==> src/rtl/dt_pkg.sv <==
`timescale 1ns/1ps
package dt_pkg;
  localparam logic [2:0] MODE_RELOAD = 3'd1;
  localparam logic [2:0] MODE_FREE   = 3'd2;
  localparam logic [2:0] MODE_CAPT   = 3'd3;

  typedef struct packed {
    logic [2:0] mode;
    logic       run_uf;
    logic       pnd_a;
    logic       en_a;
    logic       pnd_b;
    logic       en_b;
  } ctrl_t;

  localparam int NUM_CH = 2;
endpackage

==> src/rtl/dt_pin_sync.sv <==
`timescale 1ns/1ps
module dt_pin_sync #(
  parameter int STAGES = 2
) (
  input  logic clk,
  input  logic rst,
  input  logic pin,
  output logic rise
);
  localparam int LAST = STAGES;

  logic [LAST:0] sh_q;

  always_ff @(posedge clk) begin
    if (rst) sh_q <= '0;
    else     sh_q <= {sh_q[LAST-1:0], pin};
  end

  assign rise = sh_q[LAST-1] & ~sh_q[LAST];
endmodule

==> src/rtl/dt_counter.sv <==
`timescale 1ns/1ps
module dt_counter
  import dt_pkg::*;
#(
  parameter int W = 16
) (
  input  logic         clk,
  input  logic         rst,
  input  logic [2:0]   mode,
  input  logic         run_bit,
  input  logic         load,
  input  logic [W-1:0] load_data,
  input  logic [W-1:0] rel_a,
  input  logic [W-1:0] rel_b,
  output logic [W-1:0] cnt_q,
  output logic         uf,
  output logic         uf_rel_a
);
  localparam logic [W-1:0] ONE = W'(1);

  logic         run;
  logic         sel_b_q;
  logic [W-1:0] cnt_d;
  logic         is_reload;

  assign is_reload = (mode == MODE_RELOAD);
  assign run = (((mode == MODE_RELOAD) || (mode == MODE_FREE)) && run_bit)
               || (mode == MODE_CAPT);
  assign uf = run && (cnt_q == '0) && !load;
  assign uf_rel_a = uf && is_reload && !sel_b_q;

  always_comb begin
    cnt_d = cnt_q;
    if (load) begin
      cnt_d = load_data;
    end else if (run) begin
      if (uf && is_reload) cnt_d = sel_b_q ? rel_b : rel_a;
      else                 cnt_d = cnt_q - ONE;
    end
  end

  always_ff @(posedge clk) begin
    if (rst) begin
      cnt_q   <= '0;
      sel_b_q <= 1'b0;
    end else begin
      cnt_q <= cnt_d;
      if (!is_reload) sel_b_q <= 1'b0;
      else if (uf)    sel_b_q <= ~sel_b_q;
    end
  end
endmodule

==> src/rtl/dt_hold_reg.sv <==
`timescale 1ns/1ps
module dt_hold_reg #(
  parameter int W = 16
) (
  input  logic         clk,
  input  logic         cap,
  input  logic [W-1:0] cap_val,
  input  logic         wr,
  input  logic [W-1:0] wr_data,
  output logic [W-1:0] q
);
  always_ff @(posedge clk) begin
    if (cap)     q <= cap_val;
    else if (wr) q <= wr_data;
  end
endmodule

==> src/rtl/dt_ctrl.sv <==
`timescale 1ns/1ps
module dt_ctrl
  import dt_pkg::*;
(
  input  logic       clk,
  input  logic       rst,
  input  logic       wr_en,
  input  logic [7:0] wr_data,
  input  logic       set_a,
  input  logic       set_b,
  input  logic       set_uf,
  output ctrl_t      ctrl_q,
  output logic       irq_a,
  output logic       irq_b
);
  ctrl_t wd;
  ctrl_t ctrl_d;
  logic  capt_old;

  assign wd       = ctrl_t'(wr_data);
  assign capt_old = (ctrl_q.mode == MODE_CAPT);

  always_comb begin
    ctrl_d = ctrl_q;
    if (wr_en) begin
      ctrl_d.mode = wd.mode;
      ctrl_d.en_a = wd.en_a;
      ctrl_d.en_b = wd.en_b;
    end
    ctrl_d.pnd_a = set_a | (ctrl_q.pnd_a & (~wr_en | wd.pnd_a));
    ctrl_d.pnd_b = set_b | (ctrl_q.pnd_b & (~wr_en | wd.pnd_b));
    if (capt_old)
      ctrl_d.run_uf = set_uf | (ctrl_q.run_uf & (~wr_en | wd.run_uf));
    else if (wr_en)
      ctrl_d.run_uf = wd.run_uf;
  end

  always_ff @(posedge clk) begin
    if (rst) begin
      ctrl_q <= '0;
      irq_a  <= 1'b0;
      irq_b  <= 1'b0;
    end else begin
      ctrl_q <= ctrl_d;
      irq_a  <= ctrl_d.en_a &
                (ctrl_d.pnd_a | ((ctrl_d.mode == MODE_CAPT) & ctrl_d.run_uf));
      irq_b  <= ctrl_d.en_b & ctrl_d.pnd_b;
    end
  end
endmodule

==> src/rtl/dual_reg_timer.sv <==
`timescale 1ns/1ps
module dual_reg_timer
  import dt_pkg::*;
#(
  parameter int W           = 16,
  parameter int SYNC_STAGES = 2
) (
  input  logic         clk,
  input  logic         rst,
  input  logic         cfg_wr_en,
  input  logic [7:0]   cfg_wr_data,
  input  logic         ld_timer,
  input  logic         ld_hold_a,
  input  logic         ld_hold_b,
  input  logic [W-1:0] ld_data,
  input  logic         pin_a,
  input  logic         pin_b,
  output logic [7:0]   ctrl_q,
  output logic [W-1:0] timer_q,
  output logic [W-1:0] hold_a_q,
  output logic [W-1:0] hold_b_q,
  output logic         irq_a,
  output logic         irq_b
);
  ctrl_t ctrl;
  logic  uf, uf_rel_a;
  logic  capt;
  logic  set_a, set_b, set_uf;

  logic [NUM_CH-1:0]        pins, rises, caps, lds;
  logic [NUM_CH-1:0][W-1:0] holds;

  assign pins = {pin_b, pin_a};
  assign lds  = {ld_hold_b, ld_hold_a};
  assign capt = (ctrl.mode == MODE_CAPT);

  for (genvar i = 0; i < NUM_CH; i++) begin : g_ch
    dt_pin_sync #(.STAGES(SYNC_STAGES)) u_sync (
      .clk (clk),
      .rst (rst),
      .pin (pins[i]),
      .rise(rises[i])
    );
    assign caps[i] = capt & rises[i];
    dt_hold_reg #(.W(W)) u_hold (
      .clk    (clk),
      .cap    (caps[i]),
      .cap_val(timer_q),
      .wr     (lds[i]),
      .wr_data(ld_data),
      .q      (holds[i])
    );
  end

  dt_counter #(.W(W)) u_cnt (
    .clk      (clk),
    .rst      (rst),
    .mode     (ctrl.mode),
    .run_bit  (ctrl.run_uf),
    .load     (ld_timer),
    .load_data(ld_data),
    .rel_a    (holds[0]),
    .rel_b    (holds[1]),
    .cnt_q    (timer_q),
    .uf       (uf),
    .uf_rel_a (uf_rel_a)
  );

  assign set_a  = uf_rel_a | ((ctrl.mode == MODE_FREE) & uf) | caps[0];
  assign set_b  = caps[1];
  assign set_uf = capt & uf;

  dt_ctrl u_ctrl (
    .clk    (clk),
    .rst    (rst),
    .wr_en  (cfg_wr_en),
    .wr_data(cfg_wr_data),
    .set_a  (set_a),
    .set_b  (set_b),
    .set_uf (set_uf),
    .ctrl_q (ctrl),
    .irq_a  (irq_a),
    .irq_b  (irq_b)
  );

  assign ctrl_q   = ctrl;
  assign hold_a_q = holds[0];
  assign hold_b_q = holds[1];
endmodule

==> config.mk <==
export PLATFORM = sky130hd
export DESIGN_NAME = dual_reg_timer
export DESIGN_NICKNAME = d
export VERILOG_FILES = /design/src/rtl/dt_pkg.sv /design/src/rtl/dt_pin_sync.sv /design/src/rtl/dt_counter.sv /design/src/rtl/dt_hold_reg.sv /design/src/rtl/dt_ctrl.sv /design/src/rtl/dual_reg_timer.sv
export SDC_FILE = /design/constraint.sdc
export NUM_CORES = 1
export LEC_CHECK = 0
export ABC_AREA = 1
export CAP_MARGIN = 40
export CORE_MARGIN = 3
export CORE_UTILIZATION = 49
export CTS_CLUSTER_SIZE = 14
export DETAILED_ROUTE_END_ITERATION = 6
export DONT_BUFFER_PORTS = 1
export GPL_TIMING_DRIVEN = 0
export PLACE_DENSITY = 0.66
export SLEW_MARGIN = 10
export SYNTH_ARGS = -nofsm -noshare
export SYNTH_HDL_FRONTEND = slang
export SYNTH_SLANG_ARGS = --single-unit
==> constraint.sdc <==
create_clock -name clk -period 1.6 [get_ports clk]
set_clock_uncertainty 0.15 [all_clocks]
set_input_delay 0.32 -clock clk [delete_from_list [all_inputs] [get_ports clk]]
set_output_delay 0.32 -clock clk [all_outputs]
set_load 0.005 [all_outputs]
==> impl_metrics.yaml, run 1 <==
run_status:
  status: "finished with violations"
  violations: "setup timing"
timing:
  fin_ws_ps: -242
  rsz0062_at_grt: "yes"
  setup_viol: 85
  period_needed_ps: 1840
  fin_crit_sh_pct: 115
  maxSlewHeadroom_pct: 53.9
  worst_slew_pin_slew_ps: 692
  slew_violations: 0
  hold_violations: 0
  max_freq_mhz: 543
min_path:
  min_path_cells: 2
  worstHoldPathType: "in -> reg"
synth:
  yosysMostFrequentCell: "nand2_1"
  synth-seq-cells: 65
  synth_nets: 514
  async_reset_ff_share_pct: 0
  synthDominantCellAreaShare_pct: 26.3
  netlist_area_mm2: 0.00366
  synth_area_per_cell_um2: 7.62
  synth_area_leader_cell: "edfxtp_1"
  yosysUniqueCellTypes: 40
  synth_edf_count: 32
  ys_seq_area_share_pct: 44.3
  yosysWarningCount: 0
  synth-main-ff-cell: "dfxtp_1"
  synth_area_leaders: "edfxtp_1 26%, dfxtp_1 18%, nand2_1 14%"
  netlist_instances: 480
  yosys-top-cells-count: "140 x nand2_1, 44 x inv_1, 40 x nor2_1"
placement:
  dpl.hpwl_um: 7210
  place_ws_ps: -304
  gp_congestion: 0.910
  post_dp_cell_area_mm2: 0.00380
  portBuffers: 0
floorplanning:
  initial_core_util_pct: 52.1
  die_h_um: 92.4
  dieArea_mm2: 0.00854
  io-pin-count: 90
  fp.dieW_um: 92.4
  core_area_mm2: 0.00702
  row_count: 30
finish:
  area_growth_pct: 34.7
  final_util_pct: 70.2
  layout.nets: 570
  antenna_cells: 0
  final_layout_size_suffix_gt1_share_pct: 38.6
  design_area_mm2: 0.00493
routing:
  routed_wl_um: 12100
  via_per_inst: 5.64
  avgRoutedWirePerCell_um: 18.9
  drt_iter0_drc: 380
  drc: 0
  via_count: 3591
  dr.pass1.iters: 6
  ant_nets: 0
clock_network:
  htreeDepth: 3
  cts_tree: "yes"
  clk_path_buf_depth: 2
  worstSkewPairLatency_ps: 360
  numCtsBuffers: 9
  cts.sinks: 65
  path_clk_slew_ps: 80
  clockRootBuffer: "clkbuf_8"
worst_setup_path:
  crit_slowest_cell: "dfxtp_1"
  r2r_cells: 11
  critical_path_class: "reg -> reg"
  critPathMaxFanout: 10
  worstPathArrival_ps: 1930
  end_kind: "flop"
  crit_top_cell: "nand2_1"
  worstPathCellList: "inv_2 -> nand2_1 -> nor2_2 -> nand2_2 -> nor2_4 -> nand3_4 -> buf_6 -> nand2_1 -> nand3_1 -> nand2_1 -> a21oi_2"
  slowest_delay_ps: 380
  worstSetupStartpointType: "flop"
  crit_required_ps: 1690
global_route:
  antenna_found_initial: 0
  grt_overflow: 0
  track_usage_pct: 27.2
  grt_max_degree: 17
  grt_pass1_wl_um: 17500
  grt_pass1_vias: 3414
pwr:
  p_leak_uw: 0.00206
  power.total_uw: 4200
  p_per_area_mw_per_mm2: 852
  peakVddDrop_mv: 0.493
flow_run:
  drv_cap: 0
layout by cell type, fill, tap and decap left out, drive strengths merged, types with 17 or more instances in the layout:
cell type  count
nand2        144
o21ai         62
inv           58
buf           45
nor2          43
dfxtp         33
edfxtp        32
nand3         25
clkbuf        23
a21oi         17
final timing paths:
check | slack [ps] | endpoint | from
max | -240 | u_cnt.cnt_q[15]$_SDFFE_PP0P_ | u_cnt.cnt_q[15]$_SDFFE_PP0P_
min | 7 | g_ch[0].u_hold.q[0]$_DFFE_PP_ | ld_data[0]
max reg2reg | -240 | u_cnt.cnt_q[15]$_SDFFE_PP0P_ | u_cnt.cnt_q[15]$_SDFFE_PP0P_
min reg2reg | 250 | g_ch[0].u_sync.sh_q[1]$_SDFF_PP0_ | g_ch[0].u_sync.sh_q[0]$_SDFF_PP0_
worst max-delay path: cells and delay by family, from the launching register on:
kind,cells,cell delay [ps]
and+or+nand+nor,8,810
AOI/OAI and AO/OA,1,60
DFF,1,380
buffers and inverters,2,320
repair_timing:
item | 4_1_cts | 5_1_grt
setup endpoints to repair | 83 | 88
pin swaps | 16 | 15
resized for setup | 106 | 81
hold buffers | 7 | 6
endpoints found under the hold margin | 7 | 8
setup buffers | 20 | 3
gates cloned | 6 | 3
flip-flops by register name, summed over array words and instances, names as in the netlist:
register / cells
g_ch.u_hold.q: 32
u_cnt.cnt_q: 16
u_ctrl.ctrl_q: 8
g_ch.u_sync.sh_q: 6
u_cnt.sel_b_q: 1
u_ctrl.irq_a: 1
u_ctrl.irq_b: 1
cell type report:
| type | count | area (um2) |
|---|---|---|
| repair buffers | 43 | 452 |
| fillers | 578 | 2090 |
| plain buffers | 25 | 216 |
| clock buffers | 13 | 149 |
| multi-input cells | 334 | 2090 |
| well taps | 96 | 120 |
| flip-flops and latches | 65 | 1640 |
| inverters | 58 | 243 |
| clock inverters | 3 | 16.3 |
through the flow:
step | hold slack (ps) | std cells | TNS (ps)
after CTS | 0.767 | 625 | -12910
after detailed placement | 250 | 576 | -19830
final | 6.65 | 637 | -10510
after global routing | 5.04 | 637 | -17420
after global placement | 239 | 576 | -17620
after floorplan | 238 | 480 | -15.9
power breakdown:
part	internal, uW	switching, uW	leakage [uW]	total [uW]
clock	599	657	0.0000811	1260
sequential	1860	133	0.000589	1990
combinational	389	561	0.00139	949
total	2850	1350	0.00206	4200
metal layers:
layer | up-vias | share of wire (%) | global-route usage, %
li1 | 1686 | - | -
met1 | 1662 | 38 | 33.7
met2 | 203 | 47 | 42.0
met3 | 40 | 11 | 7.88
met4 | 0 | 3.6 | 15.6
met5 | - | 0 | 0
kinds of logic after synthesis:
family | synth area share [%]
buffers and inverters | 9.82
and+or+nand+nor | 28.5
adders and majority gates | 0.684
xor gates and xnor gates | 1.68
DFF | 44.3
muxes | 1.37
AOI/OAI and AO/OA | 13.7
(Power assumes the default switching activity.)
==> run 2: changes to the inputs <==
Settings changed: GPL_TIMING_DRIVEN 0 to not set.
==> run 2 against run 1 <==
  * The flow finishes with violations (hold timing, setup timing)
  * Combinational power up 23%
  * First-iteration DRC count is 31% higher
  * Global-route usage fell by 2.0 points
  * Power up 11%
  * Sequential power fell by 3%
  * Final cell count rose by 4.6%
  * Setup slack better by 21 ps
  * Non-clock buffer count rose by 21
  * Sequential share of layout area is 2.1 points lower
  * Clock-buffer cell count shrank 3
==> impl_metrics.yaml, run 2 (synthesized netlist as in run 1, its figures left out) <==
run_status:
  status: "finished with violations"
  violations: "hold timing, setup timing"
floorplanning:
  core_area_mm2: 0.00702
  row_count: 30
  dieArea_mm2: 0.00854
  initial_core_util_pct: 52.1
  fp.dieW_um: 92.4
  io-pin-count: 90
  die_h_um: 92.4
finish:
  nFillCells: 480
  final_cell_mix: "98 x nand2_1, 64 x buf_4, 39 x nand2_2"
  final_layout_size_suffix_gt1_share_pct: 43.9
  layout.nets: 599
  antenna_cells: 0
  top_regs: "g_ch.u_hold.q (32), u_cnt.cnt_q (16), u_ctrl.ctrl_q (8)"
  top_register: "g_ch.u_hold.q"
  area_growth_pct: 42.8
  mostFrequentLayoutCell: "nand2_1"
  largest_reg_flops: 32
routing:
  drc: 0
  via_count: 3805
  routed_wl_um: 13000
  avgRoutedWirePerCell_um: 19.5
  drt_iter0_drc: 497
  via_per_inst: 5.71
  dr.pass1.iters: 5
  ant_nets: 0
worst_setup_path:
  reg2reg_from: "u_cnt.cnt_q[2]$_SDFFE_PP0P_"
  critPathMaxFanout: 3
  crit_slowest_cell: "dfxtp_1"
  critical_path.top_delay_family: "simple AND/OR/NAND/NOR gates"
  worstPathArrival_ps: 1960
  end_kind: "flop"
  crit_required_ps: 1740
  worstSetupStartpointType: "flop"
  worstPathCellList: "buf_4 -> inv_2 -> buf_4 -> nand2_2 -> nor3_4 -> buf_6 -> xor2_1 -> nand2_1 -> nand3_1 -> nand2_1 -> a21oi_2"
  slowest_delay_ps: 320
  critical_path_class: "reg -> reg"
  crit_buf_inv: 4
  cp-startpoint: "u_cnt.cnt_q[2]$_SDFFE_PP0P_"
placement:
  place_ws_ps: -193
  dpl.hpwl_um: 7360
  gp_congestion: 0.911
  portBuffers: 0
clock_network:
  cts.sinks: 65
  path_clk_slew_ps: 70
  clockRootBuffer: "clkbuf_8"
  cts_tree: "yes"
  worstSkewPairLatency_ps: 360
  htreeDepth: 3
  clk_path_buf_depth: 2
  numCtsBuffers: 9
timing:
  hold_violations: 3
  max_freq_mhz: 549
  rsz0062_at_grt: "yes"
  period_needed_ps: 1820
  fin_crit_sh_pct: 114
  slew_violations: 0
  tns_ps: -13120
  setup_viol: 85
  fin_ws_ps: -221
  worst_slew_pin_slew_ps: 512
  maxSlewHeadroom_pct: 65.8
  whs_ps: -5.31
pwr:
  p_clk_share_pct: 33.1
  seq_power_share_pct: 41.6
  p_per_area_mw_per_mm2: 890
  swShare_pct: 30.6
  peakVddDrop_mv: 0.701
  intPower_uw: 3220
  p_leak_uw: 0.00226
  p_sw_uw: 1420
  power.total_uw: 4650
  combPwrFrac_pct: 25.3
global_route:
  track_usage_pct: 25.2
  grt_max_degree: 32
  antenna_found_initial: 0
  grt_pass1_wl_um: 16600
  grt_overflow: 0
  grt_pass1_vias: 3275
flow_run:
  drv_cap: 0
min_path:
  worstHoldPathType: "in -> reg"
  hold_start: "ld_data[9]"
==> run 2: cell types whose count changed in the layout (fill, tap and decap cells not counted), moves of 4 or more <==
cell	change
buf_4	+42
buf_12	+7
buf_8	-7
clkbuf_1	-7
dlygate4sd3_1	-7
nand2_2	+7
nand2_4	-7
dfxtp_1	+4
nand3_4	+4
==> run 2: worst reg2reg max path, cell delays in order (launching register included) <==
cell and delay (ps):
dfxtp_1 320, buf_4 140, inv_2 70, buf_4 100
nand2_2 60, nor3_4 200, buf_6 130, xor2_1 210
nand2_1 90, nand3_1 70, nand2_1 70, a21oi_2 130
==> run 2: final timing paths <==
check,end,slack [ps],cells after the start
max reg2reg,u_cnt.cnt_q[6]$_SDFFE_PP0P_,-220,11
min,g_ch[1].u_hold.q[9]$_DFFE_PP_,-5,2
min reg2reg,g_ch[1].u_sync.sh_q[1]$_SDFF_PP0_,250,2
max,u_cnt.cnt_q[6]$_SDFFE_PP0P_,-220,11
==> run 2: stage by stage <==
stage          cell area (um2)  utilization, %  cells
2_1_floorplan             3680               -    480
3_3_place_gp              4120            58.8    611
3_5_place_dp              4120            58.8    611
4_1_cts                   4670            66.5    645
5_1_grt                   5220            74.4    666
6_report                  5220            74.4    666
==> run 2: what timing repair did <==
item | in CTS | in global routing
pin swaps | 17 | 22
gates resized for setup | 47 | 120
cloned | 4 | 8
hold buffers | 3 | 4
setup endpoints to repair | 84 | 86
endpoints found under the hold margin | 27 | 4
setup buffers | 12 | 9
==> run 2: area by class of cell <==
type | count | area [um2] | area share (%)
Clock buffer | 10 | 128 | 2.44
Clock inverter | 6 | 82.6 | 1.58
Inverter | 58 | 259 | 4.96
Multi-Input combinational cell | 337 | 2110 | 40.4
Sequential cell | 65 | 1630 | 31.3
Tap cell | 96 | 120 | 2.30
Timing Repair Buffer | 89 | 833 | 16.0
Timing Repair inverter | 5 | 58.8 | 1.13
==> run 2: power by group through the flow <==
stage                     Clock [uW]  Sequential (uW)  Combinational (uW)
after global placement             0             1960                 870
after detailed placement           0             1970                 882
after floorplan                    0             1980                 538
after global routing            1620             1940                1270
after CTS                       1520             1930                1010
final                           1540             1930                1170
==> run 2: metal layers <==
| layer | vias up | part of all wire (%) | global-route usage (%) |
|---|---|---|---|
| met5 | - | 0 | 0 |
| met4 | 0 | 2.6 | 8.79 |
| met3 | 40 | 10 | 6.42 |
| met2 | 227 | 48 | 39.6 |
| met1 | 1789 | 39 | 33.7 |
| li1 | 1749 | - | - |
